`config.mk`:
```
export PLATFORM = sky130hd
export DESIGN_NAME = rtcai_unit
export DESIGN_NICKNAME = d
export VERILOG_FILES = /design/src/rtl/rtcai_pkg.sv /design/src/rtl/rtcai_alarm_regs.sv /design/src/rtl/rtcai_alarm_cmp.sv /design/src/rtl/rtcai_irq_ctrl.sv /design/src/rtl/rtcai_unit.sv
export SDC_FILE = /design/constraint.sdc
export NUM_CORES = 1
export LEC_CHECK = 0
export BUFFER_PORTS_ARGS = -buffer_cell sky130_fd_sc_hd__buf_2
export CORE_MARGIN = 5
export CORE_UTILIZATION = 40
export CTS_BUF_LIST = sky130_fd_sc_hd__clkbuf_4
export CTS_CLUSTER_DIAMETER = 50
export DETAILED_ROUTE_END_ITERATION = 7
export GPL_ROUTABILITY_DRIVEN = 1
export GPL_TIMING_DRIVEN = 0
export HOLD_SLACK_MARGIN = 0.05
export PLACE_DENSITY_LB_ADDON = 0.08
export SLEW_MARGIN = 5
export SYNTH_ARGS = -nofsm -noshare
export SYNTH_HDL_FRONTEND = slang
export SYNTH_SLANG_ARGS = --single-unit
export TNS_END_PERCENT = 5
```
`constraint.sdc`:
```
create_clock -name clk -period 3.5 [get_ports clk]
set_input_delay 0.175 -clock clk [delete_from_list [all_inputs] [get_ports clk]]
set_output_delay 0.175 -clock clk [all_outputs]
set_load 0.01 [all_outputs]
```
`src/rtl/rtcai_pkg.sv`:
```
// Package: shared widths, register addresses, status bit positions and
// the alarm field layout used by the RTC alarm/event interrupt unit.
package rtcai_pkg;
    localparam int unsigned REG_W     = 32;
    localparam int unsigned ADDR_W    = 3;
    localparam int unsigned NUM_SRC   = 5;
    localparam int unsigned NUM_FLD   = 5;
    localparam int unsigned SEC_W     = 7;
    localparam int unsigned MIN_W     = 7;
    localparam int unsigned HOUR_W    = 6;
    localparam int unsigned MON_W     = 5;
    localparam int unsigned MDAY_W    = 6;
    localparam int unsigned FLD_MAX_W = 7;

    typedef enum logic [ADDR_W-1:0] {
        A_ALM_TIME = 3'd0,
        A_ALM_DATE = 3'd1,
        A_STATUS   = 3'd2,
        A_CLEAR    = 3'd3,
        A_IEN      = 3'd4,
        A_IDIS     = 3'd5,
        A_MASK     = 3'd6
    } reg_addr_e;

    localparam int unsigned ST_ALARM = 0;
    localparam int unsigned ST_SEC   = 1;
    localparam int unsigned ST_TIME  = 2;
    localparam int unsigned ST_CAL   = 3;
    localparam int unsigned ST_UPD   = 4;

    localparam logic [REG_W-1:0] TIME_ALM_MASK = 32'h00BF_FFFF;
    localparam logic [REG_W-1:0] DATE_ALM_MASK = 32'hBF9F_0000;

    // Field positions within the 64-bit word {date alarm, time alarm}.
    localparam int FLD_LSB [NUM_FLD] = '{0, 8, 16, 48, 56};
    localparam int FLD_W   [NUM_FLD] = '{7, 7, 6, 5, 6};
    localparam int FLD_EN  [NUM_FLD] = '{7, 15, 23, 55, 63};
endpackage

```
`src/rtl/rtcai_alarm_regs.sv`:
```
// Module: holds the time and date alarm registers.
// Assumes: one write port; bits outside the defined fields are stored as 0.
module rtcai_alarm_regs
    import rtcai_pkg::*;
#(
    parameter int unsigned W = REG_W
) (
    input  logic         clk,
    input  logic         rst_n,
    input  logic         we_time_i,
    input  logic         we_date_i,
    input  logic [W-1:0] wdata_i,
    output logic [W-1:0] time_alm_o,
    output logic [W-1:0] date_alm_o
);
    logic [W-1:0] time_q;
    logic [W-1:0] date_q;

    // Capture alarm register writes, keeping only the defined bits.
    always_ff @(posedge clk) begin
        if (!rst_n) begin
            time_q <= '0;
            date_q <= '0;
        end else begin
            if (we_time_i) time_q <= wdata_i & W'(TIME_ALM_MASK);
            if (we_date_i) date_q <= wdata_i & W'(DATE_ALM_MASK);
        end
    end

    assign time_alm_o = time_q;
    assign date_alm_o = date_q;
endmodule

```
`src/rtl/rtcai_alarm_cmp.sv`:
```
// Module: per-field alarm compare with enables and rising-edge detection.
// Assumes: the current-time fields are stable between counter updates; a
// hit is a one-cycle pulse on the cycle the enabled match first holds.
module rtcai_alarm_cmp
    import rtcai_pkg::*;
#(
    parameter int unsigned NF = NUM_FLD,
    parameter int unsigned FW = FLD_MAX_W
) (
    input  logic                  clk,
    input  logic                  rst_n,
    input  logic [NF-1:0][FW-1:0] alm_val_i,
    input  logic [NF-1:0]         alm_en_i,
    input  logic [NF-1:0][FW-1:0] cur_val_i,
    output logic                  hit_o,
    output logic                  any_en_o
);
    logic [NF-1:0] fld_ok;
    logic          match;
    logic          match_q;

    // One comparator per field; a disabled field always agrees.
    for (genvar g = 0; g < NF; g++) begin : g_fld
        assign fld_ok[g] = !alm_en_i[g] || (alm_val_i[g] == cur_val_i[g]);
    end

    assign any_en_o = |alm_en_i;
    assign match    = any_en_o && (&fld_ok);

    // Remember the previous match to fire only on its rising edge.
    always_ff @(posedge clk) begin
        if (!rst_n) match_q <= 1'b0;
        else        match_q <= match;
    end

    assign hit_o = match && !match_q;
endmodule

```
`src/rtl/rtcai_irq_ctrl.sv`:
```
// Module: status register with write-one clear, and the interrupt mask
// with write-one set and clear registers. Drives the shared interrupt.
// Assumes: an event set wins over a clear of the same bit in one cycle.
module rtcai_irq_ctrl #(
    parameter int unsigned N = 5
) (
    input  logic         clk,
    input  logic         rst_n,
    input  logic [N-1:0] set_i,
    input  logic         clr_we_i,
    input  logic         ien_we_i,
    input  logic         idis_we_i,
    input  logic [N-1:0] wbits_i,
    output logic [N-1:0] status_o,
    output logic [N-1:0] mask_o,
    output logic         irq_o
);
    logic [N-1:0] status_q;
    logic [N-1:0] mask_q;

    // One status bit per source; a set beats a clear.
    for (genvar i = 0; i < N; i++) begin : g_st
        always_ff @(posedge clk) begin
            if (!rst_n)                          status_q[i] <= 1'b0;
            else if (set_i[i])                   status_q[i] <= 1'b1;
            else if (clr_we_i && wbits_i[i])     status_q[i] <= 1'b0;
        end
    end

    // Mask update from the enable and disable registers.
    always_ff @(posedge clk) begin
        if (!rst_n)         mask_q <= '0;
        else if (ien_we_i)  mask_q <= mask_q | wbits_i;
        else if (idis_we_i) mask_q <= mask_q & ~wbits_i;
    end

    assign status_o = status_q;
    assign mask_o   = mask_q;
    assign irq_o    = |(status_q & mask_q);
endmodule

```
`src/rtl/rtcai_unit.sv`:
```
// Module: RTC alarm and event interrupt unit top level.
// Assumes: single-cycle register writes, combinational reads, BCD inputs.
module rtcai_unit
    import rtcai_pkg::*;
(
    input  logic              clk,
    input  logic              rst_n,
    input  logic              wr_en_i,
    input  logic [ADDR_W-1:0] wr_addr_i,
    input  logic [REG_W-1:0]  wr_data_i,
    input  logic [ADDR_W-1:0] rd_addr_i,
    output logic [REG_W-1:0]  rd_data_o,
    input  logic [SEC_W-1:0]  cur_sec_i,
    input  logic [MIN_W-1:0]  cur_min_i,
    input  logic [HOUR_W-1:0] cur_hour_i,
    input  logic [MON_W-1:0]  cur_mon_i,
    input  logic [MDAY_W-1:0] cur_mday_i,
    input  logic              sec_evt_i,
    input  logic              time_evt_i,
    input  logic              cal_evt_i,
    input  logic              upd_ack_i,
    output logic              irq_o
);
    localparam int unsigned CMP_W = 2 * REG_W;

    logic [REG_W-1:0]                   time_alm;
    logic [REG_W-1:0]                   date_alm;
    logic [CMP_W-1:0]                   alm_vec;
    logic [NUM_FLD-1:0][FLD_MAX_W-1:0] alm_val;
    logic [NUM_FLD-1:0][FLD_MAX_W-1:0] cur_val;
    logic [NUM_FLD-1:0]                 alm_en;
    logic                               alarm_hit;
    logic                               alarm_any_en;
    logic [NUM_SRC-1:0]                 src_set;
    logic [NUM_SRC-1:0]                 status_q;
    logic [NUM_SRC-1:0]                 mask_q;
    logic                               we_time, we_date, we_clr, we_ien, we_idis;

    // Write address decode.
    assign we_time = wr_en_i && (wr_addr_i == A_ALM_TIME);
    assign we_date = wr_en_i && (wr_addr_i == A_ALM_DATE);
    assign we_clr  = wr_en_i && (wr_addr_i == A_CLEAR);
    assign we_ien  = wr_en_i && (wr_addr_i == A_IEN);
    assign we_idis = wr_en_i && (wr_addr_i == A_IDIS);

    rtcai_alarm_regs #(.W(REG_W)) u_regs (
        .clk        (clk),
        .rst_n      (rst_n),
        .we_time_i  (we_time),
        .we_date_i  (we_date),
        .wdata_i    (wr_data_i),
        .time_alm_o (time_alm),
        .date_alm_o (date_alm)
    );

    // Split the alarm registers into fields by the package layout.
    assign alm_vec = {date_alm, time_alm};
    for (genvar g = 0; g < NUM_FLD; g++) begin : g_split
        assign alm_val[g] = FLD_MAX_W'(alm_vec[FLD_LSB[g] +: FLD_W[g]]);
        assign alm_en[g]  = alm_vec[FLD_EN[g]];
    end

    assign cur_val[0] = FLD_MAX_W'(cur_sec_i);
    assign cur_val[1] = FLD_MAX_W'(cur_min_i);
    assign cur_val[2] = FLD_MAX_W'(cur_hour_i);
    assign cur_val[3] = FLD_MAX_W'(cur_mon_i);
    assign cur_val[4] = FLD_MAX_W'(cur_mday_i);

    rtcai_alarm_cmp #(.NF(NUM_FLD), .FW(FLD_MAX_W)) u_cmp (
        .clk       (clk),
        .rst_n     (rst_n),
        .alm_val_i (alm_val),
        .alm_en_i  (alm_en),
        .cur_val_i (cur_val),
        .hit_o     (alarm_hit),
        .any_en_o  (alarm_any_en)
    );

    // Gather the event sources in status bit order.
    assign src_set[ST_ALARM] = alarm_hit;
    assign src_set[ST_SEC]   = sec_evt_i;
    assign src_set[ST_TIME]  = time_evt_i;
    assign src_set[ST_CAL]   = cal_evt_i;
    assign src_set[ST_UPD]   = upd_ack_i;

    rtcai_irq_ctrl #(.N(NUM_SRC)) u_irq (
        .clk       (clk),
        .rst_n     (rst_n),
        .set_i     (src_set),
        .clr_we_i  (we_clr),
        .ien_we_i  (we_ien),
        .idis_we_i (we_idis),
        .wbits_i   (wr_data_i[NUM_SRC-1:0]),
        .status_o  (status_q),
        .mask_o    (mask_q),
        .irq_o     (irq_o)
    );

    // Read data multiplexer; write-only addresses read as zero.
    always_comb begin
        case (rd_addr_i)
            A_ALM_TIME: rd_data_o = time_alm;
            A_ALM_DATE: rd_data_o = date_alm;
            A_STATUS:   rd_data_o = REG_W'(status_q);
            A_MASK:     rd_data_o = REG_W'(mask_q);
            default:    rd_data_o = '0;
        endcase
    end
endmodule

```
==> Implementation_results.wiki <==
{| class="wikitable"
! Metric !! Value
|-
| Number of instances in the placed design || 484
|-
| Yosys warning total || 0
|-
| Clock root buffer || clkbuf_4
|-
| Largest area contributor in the netlist || dfxtp_1
|-
| Signal arrival time at the worst endpoint || 1.57 ns
|-
| Depth of the most critical reg-to-reg path || 5
|-
| Most frequently used flop master after synthesis || dfxtp_1
|-
| Via count || 2506
|-
| Slack of the worst reg-to-reg path || 1.83 ns
|-
| Avg WL per Cell || 13.99 um
|-
| Final worst path period need || 1.743 ns
|-
| Min-Delay Path Depth || 3
|-
| Maximum clock skew at final layout || 0.01922 ns
|-
| Horiz. Die Dim || 87.70 um
|-
| Peak Freq || 0.5737 GHz
|-
| Post-detailed-placement cell area || 3028 um2
|-
| Data required time at the worst endpoint || 3.32 ns
|-
| Run status || finished clean
|-
| Initial DRC Count || 82
|-
| Die span in y || 87.70 um
|-
| Slew Limit Fails || 0
|-
| Gp weighted congestion || 0.8225
|-
| Post-detailed-route via-to-cell ratio || 4.755
|-
| Deepest clock path buffer count || 2
|-
| Average size of a mapped cell || 7.917 um2
|-
| Setup TNS Final || 0 ns
|-
| Tot GR Track Use || 19.76%
|-
| Final Instance Count excl. Fillers || 527
|-
| Number of clock sinks || 47
|-
| Post-synth top area share || 38.96%
|-
| Max-slew headroom || 56.89%
|-
| Max FO, Critical Path || 10
|-
| Pwr per Cell Area || 310.7 nW/um2
|-
| Input/output buffers || 103
|-
| Initial standard-cell utilization of the core || 41.03%
|-
| Total met2 wirelength after detailed routing || 3.626 mm
|-
| Routed length on met3 || 384 um
|-
| Antenna diode count || 0
|-
| Cell area after technology mapping || 2415 um2
|-
| Static Leakage || 1.509 nW
|-
| Post-synth ARST share || 0%
|-
| Count of instances resized after the clock tree is built || 0
|-
| Top cells by area, synth || dfxtp_1 39%, nand2_1 12%, a21oi_1 9.3%
|-
| Post-detail-place hpwl || 5.458 mm
|-
| Most frequent cell after synthesis || nand2_1
|-
| Total iterations of the first detailed-routing run || 4
|-
| Remaining antenna violation count after routing || 0
|-
| Category of the worst setup path launch point || input pin
|-
| Layout-stage area growth over the synthesis result || 43.06%
|-
| Critical Path Sink || rd_data_o[13]
|-
| Slew of the pin with the lowest slew margin || 0.6431 ns
|-
| Total overflow reported by the global router || 0
|-
| Start point of the critical path || rd_addr_i[2]
|-
| Residual DRC count || 0
|-
| Post-Route WL || 7.371 mm
|-
| I/O pin total || 109
|-
| TritonCTS clock tree || yes
|-
| Core Area || 5886 um2
|-
| Unrepaired setup endpoints after global routing || no
|-
| Pin count of the biggest net entering global routing || 15
|-
| Final cell area excluding filler cells || 3455 um2
|-
| Number of antenna violations at the first check in global routing || 0
|-
| Type of element capturing the critical path || primary output
|-
| Final setup viols || 0
|-
| Clock latency of the later-clocked register in the worst-skew pair || 0.37 ns
|-
| #FFs+latches synth || 47
|-
| Global-route wire length before repair || 11.77 mm
|-
| Top metal layer carrying routed signals || met4
|-
| Mapped Cells || 305
|-
| Sequential element share of the synthesized area || 38.96%
|-
| Post-layout net count || 527
|-
| FF-to-FF End || u_irq.status_o[0]
|-
| Most numerous cell types in the synthesized netlist || 80 x nand2_1, 47 x dfxtp_1, 45 x a21oi_1, 19 x and2_1, 19 x xnor2_1
|-
| Distinct cell type count of the synthesized netlist || 33
|-
| Clock edge transition at the registers on the reported setup and hold paths || 0.12 ns
|-
| Die area || 7691 um2
|-
| Clock buffers created by TritonCTS || 5
|-
| Max H-tree Level || 2
|-
| Fin util || 58.69%
|-
| Reg-to-Reg Start || u_regs.time_alm_o[2]
|-
| Fin crit share || 49.80%
|-
| Max IR drop VDD || 0.2040 mV
|-
| Layout cells sized above 1 || 28.76%
|-
| Worst hold-check path type || input pin to flip-flop
|-
| Hold Vio Cnt, Final || 0
|-
| Post-synth EDFFs || 0
|-
| Vias in the first global route || 2555
|-
| Setup Buffers After CTS || 0
|-
| Critical path start-end classification || input pin to primary output
|-
| Std cell rows || 28
|-
| Total routed wire length on the met1 layer || 3.303 mm
|-
| Maximum capacitance violations || 0
|}
[metrics by stage]
stage / power, mW / hold WS [ns] / setup WS (ns)
floorplan: 0.6522 / 0.2847 / 2.266
global placement: 0.7272 / 0.3816 / 1.746
detailed placement: 0.7288 / 0.3899 / 1.734
CTS: 1.084 / 0.07819 / 1.736
global route: 1.130 / 0.1173 / 1.610
finish: 1.073 / 0.09765 / 1.757
[logic make-up after synthesis]
family          Yosys count  synth area share, %
other cells               1               0.1553
xor+xnor                 31                11.24
simple gates            131                24.56
flops                    47                38.96
mux                       5                2.073
compound gates           70                18.14
buf+inv                  20                4.870
[final cells by class]
class,instances,area [um2]
multi-input combinational,239,1360
clock buffer,5,37.54
sequential,47,940.9
tap,75,93.84
clock inverter,3,38.79
buffer,19,113.9
fill,582,2431
inverter,1,3.754
timing repair buffer,138,865.8
[layer usage]
layer | vias up | track usage [%]
li1 | 1319 | -
met1 | 1109 | 24.33
met2 | 74 | 35.34
met3 | 4 | 3.010
met4 | 0 | 5.997
met5 | - | 0
[critical path, stage by stage]
cell and delay [ns]:
buf_2 0.12, nor3_2 0.56, clkbuf_1 0.39, and2_2 0.20, buf_2 0.12
[layout by cell type, fill, tap and decap left out, types with 12 or more instances in the layout]
master and count:
a21oi_1 45, nand2_1 80, xor2_1 12, and2_1 19, dlygate4sd3_1 35, xnor2_1 19, buf_2 110, dfxtp_1 47
nor2_1 17
[power by group]
part	leakage, nW	internal (mW)	switching (mW)
combinational	1.08	0.0976	0.0845
clock	0.0426	0.147	0.179
sequential	0.382	0.551	0.0138
[worst min-delay path by stage]
stage                     slack [ns]                 to          from
after floorplan                 0.28          flip-flop  wr_data_i[0]
after global placement          0.38  u_irq.status_o[1]     sec_evt_i
after detailed placement        0.39  u_irq.status_o[2]    time_evt_i
after CTS                       0.08  u_irq.status_o[0]         rst_n
after global routing            0.12  u_irq.status_o[0]         rst_n
final                            0.1  u_irq.status_o[0]         rst_n
[repair_timing]
action,in CTS,in global routing
endpoints found under the setup margin,0,0
endpoints found under the hold margin,39,0
hold buffers,35,0
Power figures use the tool's default switching activity.
